==> config.mk <==
export PLATFORM = sky130hd
export DESIGN_NAME = branch_nextpc
export DESIGN_NICKNAME = d
export VERILOG_FILES = /design/src/rtl/bnpc_pkg.sv /design/src/rtl/bnpc_target.sv /design/src/rtl/bnpc_cond.sv /design/src/rtl/branch_nextpc.sv
export SDC_FILE = /design/constraint.sdc
export NUM_CORES = 1
export LEC_CHECK = 0
export ABC_AREA = 1
export CAP_MARGIN = 20
export CORE_MARGIN = 3
export CORE_UTILIZATION = 40
export CTS_CLUSTER_SIZE = 16
export DETAILED_ROUTE_END_ITERATION = 12
export PLACE_DENSITY = 0.83
export SLEW_MARGIN = 0
export SYNTH_ARGS = -nofsm -noshare
export SYNTH_HDL_FRONTEND = slang
export SYNTH_HIERARCHICAL = 1
export SYNTH_SLANG_ARGS = --single-unit
==> constraint.sdc <==
create_clock -name clk -period 2.6 [get_ports clk]
set_clock_uncertainty 0.1 [all_clocks]
set_input_delay 0.52 -clock clk [delete_from_list [all_inputs] [get_ports clk]]
set_output_delay 0.52 -clock clk [all_outputs]
set_load 0.02 [all_outputs]
==> src/rtl/bnpc_pkg.sv <==
package bnpc_pkg;

   typedef enum logic [3:0] {
      BR_SEQ   = 4'd0,
      BR_PAGE  = 4'd1,
      BR_LONG  = 4'd2,
      BR_SHORT = 4'd3,
      BR_IND   = 4'd4,
      BR_ACCZ  = 4'd5,
      BR_ACCNZ = 4'd6,
      BR_CY    = 4'd7,
      BR_NCY   = 4'd8,
      BR_BSET  = 4'd9,
      BR_BCLR  = 4'd10,
      BR_BTCLR = 4'd11,
      BR_CMPNE = 4'd12,
      BR_DECNZ = 4'd13
   } br_cls_e;

   typedef enum logic [2:0] {
      SEL_SEQ  = 3'd0,
      SEL_PAGE = 3'd1,
      SEL_LONG = 3'd2,
      SEL_REL  = 3'd3,
      SEL_IND  = 3'd4
   } tgt_sel_e;

endpackage

==> src/rtl/bnpc_target.sv <==
module bnpc_target #(
   parameter int PC_W   = 16,
   parameter int PAGE_W = 11,
   parameter int DATA_W = 8
) (
   input  logic [PC_W-1:0]   seq_pc,
   input  logic [PAGE_W-1:0] page_tgt,
   input  logic [DATA_W-1:0] rel_ofs,
   input  logic [DATA_W-1:0] acc,
   input  logic [PC_W-1:0]   dptr,
   output logic [PC_W-1:0]   page_pc,
   output logic [PC_W-1:0]   rel_pc,
   output logic [PC_W-1:0]   ind_pc
);

   localparam int EXT_W = PC_W - DATA_W;

   logic [PC_W-1:0] ofs_ext;
   logic [PC_W-1:0] acc_ext;

   generate
      if (PAGE_W < PC_W) begin : g_page_split
         assign page_pc = {seq_pc[PC_W-1:PAGE_W], page_tgt};
      end else begin : g_page_full
         assign page_pc = page_tgt[PC_W-1:0];
      end

      if (EXT_W > 0) begin : g_widen
         assign ofs_ext = {{EXT_W{rel_ofs[DATA_W-1]}}, rel_ofs};
         assign acc_ext = {{EXT_W{1'b0}}, acc};
      end else begin : g_same
         assign ofs_ext = rel_ofs[PC_W-1:0];
         assign acc_ext = acc[PC_W-1:0];
      end
   endgenerate

   assign rel_pc = seq_pc + ofs_ext;
   assign ind_pc = dptr + acc_ext;

endmodule

==> src/rtl/bnpc_cond.sv <==
module bnpc_cond
   import bnpc_pkg::*;
#(
   parameter int DATA_W = 8
) (
   input  logic [3:0]        cls,
   input  logic [DATA_W-1:0] acc,
   input  logic [DATA_W-1:0] cmp_a,
   input  logic [DATA_W-1:0] cmp_b,
   input  logic [DATA_W-1:0] cnt_in,
   input  logic              bit_in,
   input  logic              carry_in,
   output logic              taken,
   output tgt_sel_e          sel,
   output logic [DATA_W-1:0] cnt_out,
   output logic              bit_out,
   output logic              cmp_carry
);

   localparam logic [DATA_W-1:0] ONE = DATA_W'(1);

   logic [DATA_W-1:0] dec_val;
   logic              cond_hit;
   logic              is_cond;

   assign dec_val = cnt_in - ONE;

   always_comb begin
      cond_hit  = 1'b0;
      is_cond   = 1'b0;
      cnt_out   = cnt_in;
      bit_out   = bit_in;
      cmp_carry = 1'b0;
      sel       = SEL_SEQ;
      unique case (cls)
         BR_PAGE:  sel = SEL_PAGE;
         BR_LONG:  sel = SEL_LONG;
         BR_SHORT: sel = SEL_REL;
         BR_IND:   sel = SEL_IND;
         BR_ACCZ: begin
            is_cond  = 1'b1;
            cond_hit = ~|acc;
         end
         BR_ACCNZ: begin
            is_cond  = 1'b1;
            cond_hit = |acc;
         end
         BR_CY: begin
            is_cond  = 1'b1;
            cond_hit = carry_in;
         end
         BR_NCY: begin
            is_cond  = 1'b1;
            cond_hit = ~carry_in;
         end
         BR_BSET: begin
            is_cond  = 1'b1;
            cond_hit = bit_in;
         end
         BR_BCLR: begin
            is_cond  = 1'b1;
            cond_hit = ~bit_in;
         end
         BR_BTCLR: begin
            is_cond  = 1'b1;
            cond_hit = bit_in;
            bit_out  = 1'b0;
         end
         BR_CMPNE: begin
            is_cond   = 1'b1;
            cond_hit  = (cmp_a != cmp_b);
            cmp_carry = (cmp_a < cmp_b);
         end
         BR_DECNZ: begin
            is_cond  = 1'b1;
            cnt_out  = dec_val;
            cond_hit = |dec_val;
         end
         default: sel = SEL_SEQ;
      endcase
      if (is_cond && cond_hit) begin
         sel = SEL_REL;
      end
      taken = (sel != SEL_SEQ);
   end

endmodule

==> src/rtl/branch_nextpc.sv <==
module branch_nextpc
   import bnpc_pkg::*;
#(
   parameter int PC_W   = 16,
   parameter int PAGE_W = 11,
   parameter int DATA_W = 8
) (
   input  logic              clk,
   input  logic              rst,
   input  logic [3:0]        cls,
   input  logic [PC_W-1:0]   seq_pc,
   input  logic [PAGE_W-1:0] page_tgt,
   input  logic [PC_W-1:0]   long_tgt,
   input  logic [DATA_W-1:0] rel_ofs,
   input  logic [DATA_W-1:0] acc,
   input  logic [PC_W-1:0]   dptr,
   input  logic [DATA_W-1:0] cmp_a,
   input  logic [DATA_W-1:0] cmp_b,
   input  logic [DATA_W-1:0] cnt_in,
   input  logic              bit_in,
   input  logic              carry_in,
   output logic [PC_W-1:0]   next_pc,
   output logic              taken,
   output logic [DATA_W-1:0] cnt_out,
   output logic              bit_out,
   output logic              cmp_carry,
   output logic [PC_W-1:0]   pc
);

   localparam logic [PC_W-1:0] PC_RST = '0;

   generate
      if (PAGE_W > PC_W) begin : g_bad_page
         $error("page target wider than program counter");
      end
      if (DATA_W > PC_W) begin : g_bad_data
         $error("data width wider than program counter");
      end
      if (DATA_W < 2) begin : g_bad_small
         $error("data width too small for signed offset");
      end
   endgenerate

   logic [PC_W-1:0] page_pc;
   logic [PC_W-1:0] rel_pc;
   logic [PC_W-1:0] ind_pc;
   tgt_sel_e        sel;

   bnpc_target #(
      .PC_W   (PC_W),
      .PAGE_W (PAGE_W),
      .DATA_W (DATA_W)
   ) u_target (
      .seq_pc   (seq_pc),
      .page_tgt (page_tgt),
      .rel_ofs  (rel_ofs),
      .acc      (acc),
      .dptr     (dptr),
      .page_pc  (page_pc),
      .rel_pc   (rel_pc),
      .ind_pc   (ind_pc)
   );

   bnpc_cond #(
      .DATA_W (DATA_W)
   ) u_cond (
      .cls       (cls),
      .acc       (acc),
      .cmp_a     (cmp_a),
      .cmp_b     (cmp_b),
      .cnt_in    (cnt_in),
      .bit_in    (bit_in),
      .carry_in  (carry_in),
      .taken     (taken),
      .sel       (sel),
      .cnt_out   (cnt_out),
      .bit_out   (bit_out),
      .cmp_carry (cmp_carry)
   );

   always_comb begin
      unique case (sel)
         SEL_PAGE: next_pc = page_pc;
         SEL_LONG: next_pc = long_tgt;
         SEL_REL:  next_pc = rel_pc;
         SEL_IND:  next_pc = ind_pc;
         default:  next_pc = seq_pc;
      endcase
   end

   always_ff @(posedge clk) begin
      if (rst) begin
         pc <= PC_RST;
      end else begin
         pc <= next_pc;
      end
   end

endmodule

==> out/metrics.yaml <==
first_pass_iters: 6
die_y_um: 103.2
layout_common_cells: "nand2_1, buf_4, inv_1"
p_int_mw: 1.296
die-area_um2: 10650
drtIter0Drc: 539
grt_remaining_overflow: 0
htreeDepth: 1
routedWlPerCell_um: 18.34
largest_register_ffs: 16
p_switching_mw: 1.152
start_kind: "primary input"
num_vias: 5735
coreArea_um2: 8934
seq_power_share: 0.119
cts_tree: "built"
top_regs: "pc (16)"
crit_type: "primary input to output port"
die_x_um: 103.2
num_rows: 34
top_register: "pc"
postSynthCellCount: 654
violations: "setup timing"
cts_root_buffer: "clkbuf_8"
drc: 0
status: "finished with violations"
power.share.switching: 0.4706
avgViaCountPerCell: 5.712
syn2layout_area_growth_pct: 95.33
grt_use_total: 0.3114
required_ns: 1.98
rsz0062_at_grt: "true"
initial_core_util: 0.4230
yosysUniqueCellTypes: 40
hpwl_um: 12080
cts_made_buffers: 3
ios: 150
clk_pin_slew_ns: 0.09
syn-num-nets: 796
seq_area_frac_synth: 0.08477
grt_max_degree: 50
synth_area_um2: 3779
numClockSinks: 16
p_per_area_nw_per_um2: 331.8
setup-violations-final: 17
hold_path_class: "primary input to flop"
critPathArrivalTime_ns: 2.55
synth.avg_cell_area_um2: 5.778
period_share: 1.218
p_clk_frac: 0.106
ant_nets: 0
layout.nets: 1039
p_comb_frac: 0.775
grt_pass1_wl_um: 26260
dp_slack_ns: -1.457
worstMarginPinSlew_ns: 0.9118
post-route-min-period_ns: 3.167
hold_violations: 0
worstPathMaxFanout: 18
ys_ff_latch: 16
slew_viol_final: 0
fin_setup_tns_ns: -8.124
totalPowerFinal_mw: 2.449
cap_violations: 0
postCtsHoldBufs: 0
grt_pass1_vias: 5488
antenna_found_initial: 0
slew_headroom: 0.3902
yosysWarningCount: 6
max_freq_mhz: 315.8
port_buffers: 149
wl_um: 18420
num_antenna_cells: 0
p_leak_nw: 3.538
setup_slack_ns: -0.5669
final_common_cell: "nand2_1"
ctsLongestPathBuffers: 2
place_congestion: 1.051
ir_worst_vdd_mv: 0.2583
final_layout_size_suffix_gt1_frac: 0.4275
end_kind: "output port"
## path summary, 6_finish.rpt
kind	startpoint	endpoint	slack (ns)	cells past startpoint
setup / recovery	acc[1]	next_pc[4]	-0.57	15
hold / removal	seq_pc[9]	pc[9]	0.63	3
## kinds of logic after synthesis
kind of cell               synth area share
DFF                                 0.08477
adders and majority gates            0.1199
xor gates and xnor gates            0.03709
and+or+nand+nor                      0.5262
AOI/OAI and AO/OA                   0.07285
buffers and inverters                0.1593
## worst max-delay path, cell delays in order
cell and delay (ns):
dlygate4sd2_1 0.26, nor2_1 0.15, nand2_1 0.13, nor2_1 0.12, nand2_1 0.06, nand3_1 0.08, nand2_1 0.06, inv_2 0.10
nand3_4 0.17, buf_6 0.22, nand4_1 0.17, nand2_4 0.09, nor2_4 0.21, nand2_4 0.07, buf_6 0.13
## metrics by stage
| stage | utilization | hold slack [ns] | cells | cell area, um2 |
|---|---|---|---|---|
| 2_1_floorplan | - | 0.5733 | 654 | 4134 |
| 3_3_place_gp | 0.7081 | 1.106 | 976 | 6326 |
| 3_5_place_dp | 0.7081 | 1.104 | 976 | 6326 |
| 4_1_cts | 0.7982 | 0.6318 | 997 | 7131 |
| 5_1_grt | 0.8262 | 0.6397 | 1004 | 7381 |
| 6_report | 0.8262 | 0.6295 | 1004 | 7381 |
## routing by layer
metal / global-route usage / part of all wire
met2: 0.5545 / 0.48
met1: 0.3625 / 0.37
met5: 0 / 0
met3: 0.06237 / 0.10
met4: 0.1295 / 0.051
## cells in the mapped netlist
| cell | n | share of area |
|---|---|---|
| a21boi_0 | 1 | 0.0020 |
| a21o_1 | 1 | 0.0020 |
| a21oi_1 | 29 | 0.038 |
| a21oi_2 | 2 | 0.0046 |
| a31oi_1 | 5 | 0.0083 |
| and2_4 | 2 | 0.0046 |
| buf_1 | 1 | 0.00099 |
| buf_2 | 10 | 0.013 |
| buf_4 | 18 | 0.036 |
| buf_6 | 8 | 0.024 |
| clkbuf_1 | 1 | 0.00099 |
| dfxtp_1 | 16 | 0.085 |
| fa_1 | 2 | 0.011 |
| ha_1 | 33 | 0.11 |
| inv_1 | 74 | 0.074 |
| inv_2 | 7 | 0.0070 |
| inv_4 | 1 | 0.0017 |
| inv_6 | 1 | 0.0023 |
| nand2_1 | 214 | 0.21 |
| nand2_2 | 8 | 0.013 |
| nand3_1 | 51 | 0.068 |
| nand3_2 | 13 | 0.034 |
| nand3b_1 | 6 | 0.012 |
| nand4_1 | 52 | 0.086 |
| nand4_2 | 1 | 0.0033 |
| nor2_1 | 50 | 0.050 |
| nor2_2 | 9 | 0.015 |
| nor2_4 | 1 | 0.0030 |
| nor2_8 | 1 | 0.0053 |
| nor3_1 | 3 | 0.0040 |
| nor3_2 | 4 | 0.011 |
| o211ai_1 | 1 | 0.0020 |
| o21a_1 | 1 | 0.0020 |
| o21ai_0 | 5 | 0.0066 |
| o21ai_1 | 2 | 0.0026 |
| o21ai_4 | 1 | 0.0043 |
| or2_0 | 2 | 0.0033 |
| or2_1 | 1 | 0.0017 |
| xnor2_1 | 3 | 0.0070 |
| xor2_1 | 13 | 0.030 |
## cell type report
cell class              count  area (um2)
clock buffers               4       55.05
fillers                   544        1553
inverters                  83       359.1
multi-input cells         517        3991
flip-flops and latches     16       320.3
well taps                 108       135.1
repair buffers            276        2520
## power by group through the flow
stage	registers (mW)	logic (mW)	clock network (mW)
after global placement	0.293	1.50	0
after global routing	0.293	2.01	0.266
final	0.291	1.90	0.259
after floorplan	0.335	0.790	0
after CTS	0.288	1.74	0.252
after detailed placement	0.293	1.53	0
## timing repair
item | 4_1_cts | 5_1_grt
gates cloned | 1 | 0
setup endpoints to repair | 43 | 25
pin swaps | 99 | 44
setup buffers | 16 | 9
gates resized for setup | 395 | 63
hold endpoints to repair | 0 | 0
Note: power is estimated with default switching activity, not from simulation.
